**src/rtl/dmaport_pkg.sv**
```systemverilog
package dmaport_pkg;

    typedef enum logic [1:0] {
        MODE_WRSTB   = 2'b00,
        MODE_ACKIN   = 2'b01,
        MODE_ACKBOTH = 2'b10,
        MODE_RSVD    = 2'b11
    } strobe_mode_e;

    typedef struct packed {
        logic [1:0] order;
        logic       eot_pol;
        logic       rsvd;
        logic       ack_pol;
        logic       req_pol;
        logic       wr_pol;
        logic       rd_pol;
    } hwcfg_t;

    typedef struct packed {
        logic         dir_out;
        logic         wide;
        strobe_mode_e mode;
    } xfercfg_t;

    localparam hwcfg_t HW_RESET = hwcfg_t'(8'h04);
    localparam logic [1:0] ORDER_SWAP = 2'b01;

    localparam int IDX_ACK = 0;
    localparam int IDX_WR  = 1;
    localparam int IDX_RD  = 2;
    localparam int IDX_EOT = 3;
    localparam int NUM_HS  = 4;

endpackage

```
**src/rtl/dmaport_sync.sv**
```systemverilog
module dmaport_sync #(
    parameter int W      = 4,
    parameter int STAGES = 2
) (
    input  logic         clk,
    input  logic         rst_n,
    input  logic [W-1:0] async_i,
    output logic [W-1:0] sync_o
);
    logic [W-1:0] stg_d [STAGES];
    logic [W-1:0] stg_q [STAGES];

    always_comb begin
        stg_d[0] = async_i;
        for (int i = 1; i < STAGES; i++) begin
            stg_d[i] = stg_q[i-1];
        end
    end

    always_ff @(posedge clk or negedge rst_n) begin
        if (!rst_n) begin
            for (int i = 0; i < STAGES; i++) begin
                stg_q[i] <= '0;
            end
        end else begin
            stg_q <= stg_d;
        end
    end

    assign sync_o = stg_q[STAGES-1];

endmodule

```
**src/rtl/dmaport_regs.sv**
```systemverilog
module dmaport_regs
    import dmaport_pkg::*;
(
    input  logic          clk,
    input  logic          rst_n,
    input  logic          bus_rst,
    input  logic          reg_wr,
    input  logic          reg_sel,
    input  logic [7:0]    reg_wdata,
    output logic [NUM_HS-1:0] in_pol,
    output logic          req_pol,
    output logic [1:0]    order,
    output xfercfg_t      xfer,
    output logic          cfg_seen
);
    typedef struct packed {
        hwcfg_t   hw;
        xfercfg_t xfer;
        logic     seen;
    } regs_t;

    regs_t d, q;

    always_comb begin
        d = q;
        if (reg_wr) begin
            if (reg_sel) begin
                d.xfer = xfercfg_t'(reg_wdata[3:0]);
                d.seen = 1'b1;
            end else begin
                d.hw      = hwcfg_t'(reg_wdata);
                d.hw.rsvd = 1'b0;
            end
        end
        if (bus_rst) begin
            d.hw = HW_RESET;
        end
    end

    always_ff @(posedge clk or negedge rst_n) begin
        if (!rst_n) begin
            q <= '{hw: HW_RESET, xfer: '0, seen: 1'b0};
        end else begin
            q <= d;
        end
    end

    assign in_pol   = {q.hw.eot_pol, q.hw.rd_pol, q.hw.wr_pol, q.hw.ack_pol};
    assign req_pol  = q.hw.req_pol;
    assign order    = q.hw.order;
    assign xfer     = q.xfer;
    assign cfg_seen = q.seen;

    p_bus_rst_wins_r1: assert property (@(posedge clk) disable iff (!rst_n)
        bus_rst |=> (q.hw == HW_RESET));

    p_rsvd_clear_r4: assert property (@(posedge clk) disable iff (!rst_n)
        (reg_wr && !reg_sel && !bus_rst) |=> !q.hw.rsvd);

    p_seen_sticky_r2: assert property (@(posedge clk) disable iff (!rst_n)
        q.seen |=> q.seen);

endmodule

```
**src/rtl/dmaport_lane.sv**
```systemverilog
module dmaport_lane
    import dmaport_pkg::*;
#(
    parameter int DW = 16
) (
    input  logic          wide,
    input  logic [1:0]    order,
    input  logic [DW-1:0] bus_word,
    input  logic [DW-1:0] buf_word,
    output logic [DW-1:0] to_buf,
    output logic [DW-1:0] to_bus
);
    localparam int BW = DW / 2;

    logic swap;
    assign swap = wide && (order == ORDER_SWAP);

    function automatic logic [DW-1:0] arrange(input logic [DW-1:0] w,
                                              input logic is_wide,
                                              input logic do_swap);
        if (!is_wide) begin
            return {{BW{1'b0}}, w[BW-1:0]};
        end else if (do_swap) begin
            return {w[BW-1:0], w[DW-1:BW]};
        end
        return w;
    endfunction

    assign to_buf = arrange(bus_word, wide, swap);
    assign to_bus = arrange(buf_word, wide, swap);

endmodule

```
**src/rtl/dmaport_top.sv**
```systemverilog
module dmaport_top
    import dmaport_pkg::*;
#(
    parameter int DW          = 16,
    parameter int SYNC_STAGES = 2
) (
    input  logic          clk,
    input  logic          rst_n,
    input  logic          bus_rst,
    input  logic          reg_wr,
    input  logic          reg_sel,
    input  logic [7:0]    reg_wdata,
    input  logic          dack_pin,
    input  logic          diow_pin,
    input  logic          dior_pin,
    input  logic          eot_pin,
    output logic          dreq_pin,
    output logic          dreq_oe,
    input  logic [DW-1:0] bus_din,
    output logic [DW-1:0] bus_dout,
    output logic          bus_doe,
    input  logic          buf_wr_ready,
    output logic          buf_wr_valid,
    output logic [DW-1:0] buf_wr_data,
    input  logic          buf_rd_avail,
    input  logic [DW-1:0] buf_rd_data,
    output logic          buf_rd_pop,
    output logic          eot_det
);
    typedef struct packed {
        logic [NUM_HS-1:0] act_prev;
        logic              wr_valid;
        logic [DW-1:0]     wr_data;
        logic              doe;
        logic [DW-1:0]     dout;
        logic              pop;
        logic              eot;
        logic              dreq;
        logic              dreq_oe;
    } port_t;

    port_t d, q;

    logic [NUM_HS-1:0] in_pol;
    logic              req_pol;
    logic [1:0]        order;
    xfercfg_t          xfer;
    logic              cfg_seen;
    logic [NUM_HS-1:0] pins_sync;
    logic [NUM_HS-1:0] act;
    logic [DW-1:0]     in_word;
    logic [DW-1:0]     out_word;

    dmaport_regs u_regs (
        .clk      (clk),
        .rst_n    (rst_n),
        .bus_rst  (bus_rst),
        .reg_wr   (reg_wr),
        .reg_sel  (reg_sel),
        .reg_wdata(reg_wdata),
        .in_pol   (in_pol),
        .req_pol  (req_pol),
        .order    (order),
        .xfer     (xfer),
        .cfg_seen (cfg_seen)
    );

    dmaport_sync #(.W(NUM_HS), .STAGES(SYNC_STAGES)) u_sync (
        .clk    (clk),
        .rst_n  (rst_n),
        .async_i({eot_pin, dior_pin, diow_pin, dack_pin}),
        .sync_o (pins_sync)
    );

    dmaport_lane #(.DW(DW)) u_lane (
        .wide    (xfer.wide),
        .order   (order),
        .bus_word(bus_din),
        .buf_word(buf_rd_data),
        .to_buf  (in_word),
        .to_bus  (out_word)
    );

    // Normalise every handshake input to active-high.
    assign act = pins_sync ~^ in_pol;

    function automatic logic pick_cap(input strobe_mode_e m, input logic [NUM_HS-1:0] v);
        case (m)
            MODE_WRSTB:              return v[IDX_WR];
            MODE_ACKIN, MODE_ACKBOTH: return v[IDX_ACK];
            default:                 return 1'b0;
        endcase
    endfunction

    function automatic logic pick_drv(input strobe_mode_e m, input logic [NUM_HS-1:0] v);
        case (m)
            MODE_WRSTB, MODE_ACKIN: return v[IDX_RD];
            MODE_ACKBOTH:           return v[IDX_ACK];
            default:                return 1'b0;
        endcase
    endfunction

    logic usable;
    logic cap_rise;
    logic drv_now;
    logic drv_was;

    always_comb begin
        usable   = cfg_seen && (xfer.mode != MODE_RSVD);
        cap_rise = pick_cap(xfer.mode, act) && !pick_cap(xfer.mode, q.act_prev);
        drv_now  = pick_drv(xfer.mode, act);
        drv_was  = pick_drv(xfer.mode, q.act_prev);

        d          = q;
        d.act_prev = act;
        d.wr_valid = usable && !xfer.dir_out && cap_rise;
        if (usable && !xfer.dir_out && cap_rise) begin
            d.wr_data = in_word;
        end
        d.doe     = usable && xfer.dir_out && drv_now;
        d.dout    = out_word;
        d.pop     = usable && xfer.dir_out && !drv_now && drv_was;
        d.eot     = cfg_seen && act[IDX_EOT] && !q.act_prev[IDX_EOT];
        d.dreq    = usable && (xfer.dir_out ? buf_rd_avail : buf_wr_ready);
        d.dreq_oe = cfg_seen;
    end

    always_ff @(posedge clk or negedge rst_n) begin
        if (!rst_n) begin
            q <= '0;
        end else begin
            q <= d;
        end
    end

    assign buf_wr_valid = q.wr_valid;
    assign buf_wr_data  = q.wr_data;
    assign bus_doe      = q.doe;
    assign bus_dout     = q.dout;
    assign buf_rd_pop   = q.pop;
    assign eot_det      = q.eot;
    assign dreq_oe      = q.dreq_oe;
    assign dreq_pin     = q.dreq ~^ req_pol;

    p_oe_needs_cfg_r2: assert property (@(posedge clk) disable iff (!rst_n)
        dreq_oe |-> cfg_seen);

    p_wr_single_r5: assert property (@(posedge clk) disable iff (!rst_n)
        buf_wr_valid |=> !buf_wr_valid);

    p_doe_dir_r6: assert property (@(posedge clk) disable iff (!rst_n)
        bus_doe |-> xfer.dir_out);

    p_pop_after_doe_r6: assert property (@(posedge clk) disable iff (!rst_n)
        buf_rd_pop |-> ($past(bus_doe) && !bus_doe));

    p_eot_single_r9: assert property (@(posedge clk) disable iff (!rst_n)
        eot_det |=> !eot_det);

    p_mode_rsvd_r10: assert property (@(posedge clk) disable iff (!rst_n)
        $past(xfer.mode == MODE_RSVD) |-> (!buf_wr_valid && !bus_doe && !buf_rd_pop));

endmodule

```
**config.mk**
```make
export PLATFORM = sky130hd
export DESIGN_NAME = dmaport_top
export DESIGN_NICKNAME = d
export VERILOG_FILES = /design/src/rtl/dmaport_pkg.sv /design/src/rtl/dmaport_sync.sv /design/src/rtl/dmaport_regs.sv /design/src/rtl/dmaport_lane.sv /design/src/rtl/dmaport_top.sv
export SDC_FILE = /design/constraint.sdc
export NUM_CORES = 1
export LEC_CHECK = 0
export ABC_AREA = 1
export BUFFER_PORTS_ARGS = -buffer_cell sky130_fd_sc_hd__buf_2
export CELL_PAD_IN_SITES_DETAIL_PLACEMENT = 1
export CELL_PAD_IN_SITES_GLOBAL_PLACEMENT = 2
export CORE_ASPECT_RATIO = 0.8
export CORE_UTILIZATION = 32
export DETAILED_ROUTE_END_ITERATION = 7
export PLACE_DENSITY_LB_ADDON = 0.1
export SYNTH_ARGS = -nofsm -noshare
export SYNTH_HDL_FRONTEND = slang
export SYNTH_SLANG_ARGS = --single-unit
```
**constraint.sdc**
```tcl
create_clock -name clk -period 2.43 [get_ports clk]
set_input_delay 0.6075 -clock clk [delete_from_list [all_inputs] [get_ports clk]]
set_output_delay 0.6075 -clock clk [all_outputs]
set_load 0.01 [all_outputs]
```
==> results.md <==
- Via count: 2304
- Cell variety after synth: 28
- CTS tree: yes
- TritonRoute pass-1 iters: 4
- Min Hold Slack: 0.286 ns
- Setup crit end kind: register
- Clk sinks: 62
- Number of max-cap violations: 0
- Worst-Skew Late Latency: about 0.33 ns
- Fill cells: between 1000 and 1500
- Die Wd: 110 microns
- Worst Path Required: 2.64 ns
- Mapped Area: about 3000 sq um
- Synthesized net count: between 300 and 400
- Estimated wirelength of the detail-placed design: just over 5000 microns
- Final WL: roughly 7200 microns
- Peak supply drop: between 0.3 and 0.4 mV
- Max FO, Critical Path: 17
- Synth Register Bits: 62
- Compound-gate portion of the synthesized area: 0.0524
- Status: finished clean
- Crit Path Category: register to register
- # rows: 31
- Design Power: about 3.3 mW
- Top achievable clock speed: between 500 and 600 MHz
- Mapped Cells: between 300 and 400
- Total CTS buffers: 9
- Min cycle time layout: ~1.8 ns
- Port bufs: 87
- Final Hold Vio Count: 0
- Root Buffer: clkbuf_16
- Final setup violation count: 0
- # diodes: 0
- Vias per cell: between 4 and 5
- Deepest clock path buffer count: 2
- Mapped Avg Cell Area: 9.14 sq um
- CTS resizes: 0
- P_leak: between 1.5 and 2 nW
- Adder-Cell Fraction of Synth Area: 0.0208
- Simple-gate area share of the yosys netlist: 0.253
- Vias in the first global route: about 2200
- Cts hold-fix bufs: 0
- YS warnings: 0
- Seq/Total Area, Yosys: 0.516
- Initial Util: 0.331
- # DRC: 0
- Pwr dens: 915 nW/um^2
- WP data arrival: 1.97 ns
- Worst rel slew slack: 0.505
- Max Transition Viols Final: 0
- Skew final: slightly above 0.007 ns
- Global-route wire length before repair: between 10000 and 15000 microns
- Final #Nets: 440
- Measured slew at the worst slew-check pin: about 0.74 ns
- Iter 0 DRT Violations: 100
- Design area: around 3600 sq um
- Largest net degree at the start of global routing: 63
- RSZ-0062 raised after global routing: no
- XOR/XNOR Fraction of Synth Area: 0.00874
- Die area: roughly 10000 sq um
- Worst Hold Class: input port to asynchronous set/reset pin
- Dpl cell area: about 3300 sq um
- Total grt overflow: 0
- Main combinational cell family by area after synthesis: simple AND/OR/NAND/NOR gates
- Count of boundary I/O pins: between 80 and 90
- Die Y: between 80 and 90 microns
- Proportion of layout cells with a drive suffix above 1: 0.293
- Post-synthesis mux area share: 0
- TNS Setup: 0 ns
- Clock-pin slew on the worst setup and hold paths: ~0.050 ns
- DR WL/cell: 14.3 microns
- Initial antenna violation count: 1
- Post-CTS Setup Inserts: 0
- DRT antenna net count: 0
- Period Utilization, post-route: 0.726
- Util after Layout: 0.393
- Layout area overhead: 18.6%
- GP Congestion: ~0.80
- H-tree lvl count: 3
- GRT Util Overall: 0.158
- Worst setup SP type: register
- Area of the core: a little over 9000 sq um
[power breakdown]
group	switching, mW	internal [mW]
Combinational	0.420	0.261
Sequential	0.0941	1.22
Clock	0.450	0.822
[sequential cells by signal, summed over array words and instances, names as in the netlist, 2 cells and up]
| register | cells |
|---|---|
| u_regs.xfer | 4 |
| u_sync.stg_d | 4 |
| u_sync.sync_o | 4 |
| buf_wr_data | 16 |
| u_regs.order | 2 |
| bus_dout | 16 |
| q | 5 |
| u_regs.in_pol | 4 |
[placed cells by master, fill, tap and decap left out, types with 4 or more instances in the layout]
master     Yosys  final
buf_2          3     87
clkbuf_16      0      9
dfrtp_1       61     61
ha_1           5      5
inv_1         26     26
nand2_1       86     86
nand2_4        4      4
nand3_1       39     39
nand4_1       16     16
o21ai_0       22     22
[cell usage after synthesis (all sizes together)]
master / instances / area, sq um
nand2: 92 / 380
dfrtp: 61 / 1530
buf: 44 / 338
nand3: 40 / 213
inv: 28 / 105
o21ai: 24 / 120
nand4: 16 / 100
ha: 5 / 62.6
nor2: 4 / 31.3
o22ai: 3 / 18.8
and2: 2 / 12.5
xnor2: 2 / 17.5
a21boi: 1 / 7.51
a21oi: 1 / 5.00
a31oi: 1 / 6.26
clkbuf: 1 / 3.75
dfstp: 1 / 26.3
nand3b: 1 / 20.0
nor3: 1 / 5.00
xor2: 1 / 8.76
[metrics by stage]
stage,setup WS (ns),cells
6_report,0.667,504
5_1_grt,0.495,504
3_5_place_dp,0.653,488
4_1_cts,0.633,504
2_1_floorplan,0.945,329
3_3_place_gp,0.681,488
[layer usage]
layer | global-route usage | vias up | wire length, microns
li1 | - | 1145 | -
met1 | 0.217 | 1084 | 3540
met2 | 0.236 | 62 | 3140
met3 | 0.0486 | 13 | 440
met4 | 0.0574 | 0 | 110
met5 | 0 | - | 0
[cell families after synthesis]
kind of cell    Yosys count
compound gates           30
fa+ha+maj                 5
simple gates            156
flops                    62
buf+inv                  73
xor+xnor                  3
[layout make-up]
cell class	count	area, sq um	area share
flip-flops and latches	62	1550	0.435
well taps	115	144	0.0403
clock inverters	3	43.8	0.0123
multi-input cells	194	1010	0.283
repair buffers	89	463	0.130
inverters	28	105	0.0295
clock buffers	13	250	0.0702
[path summary, 6_finish.rpt]
path                                         end  slack (ns)  cells past startpoint             from
worst max-delay path             buf_wr_data[11]        0.67                      8   u_regs.xfer[0]
worst min-delay path                     bus_doe        0.29                      2            rst_n
worst max register to register   buf_wr_data[11]        0.67                      8   u_regs.xfer[0]
worst min register to register  u_sync.sync_o[1]        0.35                      0  u_sync.stg_d[1]
max in group asynchronous         u_regs.req_pol        1.84                      2            rst_n
min in group clk                u_sync.sync_o[1]        0.35                      0  u_sync.stg_d[1]
[worst max-delay path, stage by stage (launching register included)]
cell     delay [ns]
dfrtp_1        0.42
inv_1          0.09
ha_1           0.32
nand2_1        0.09
nand2_2        0.09
nor2_8         0.28
nand2_4        0.19
nand2_1        0.10
nand2_1        0.05
(Power assumes the default switching activity.)
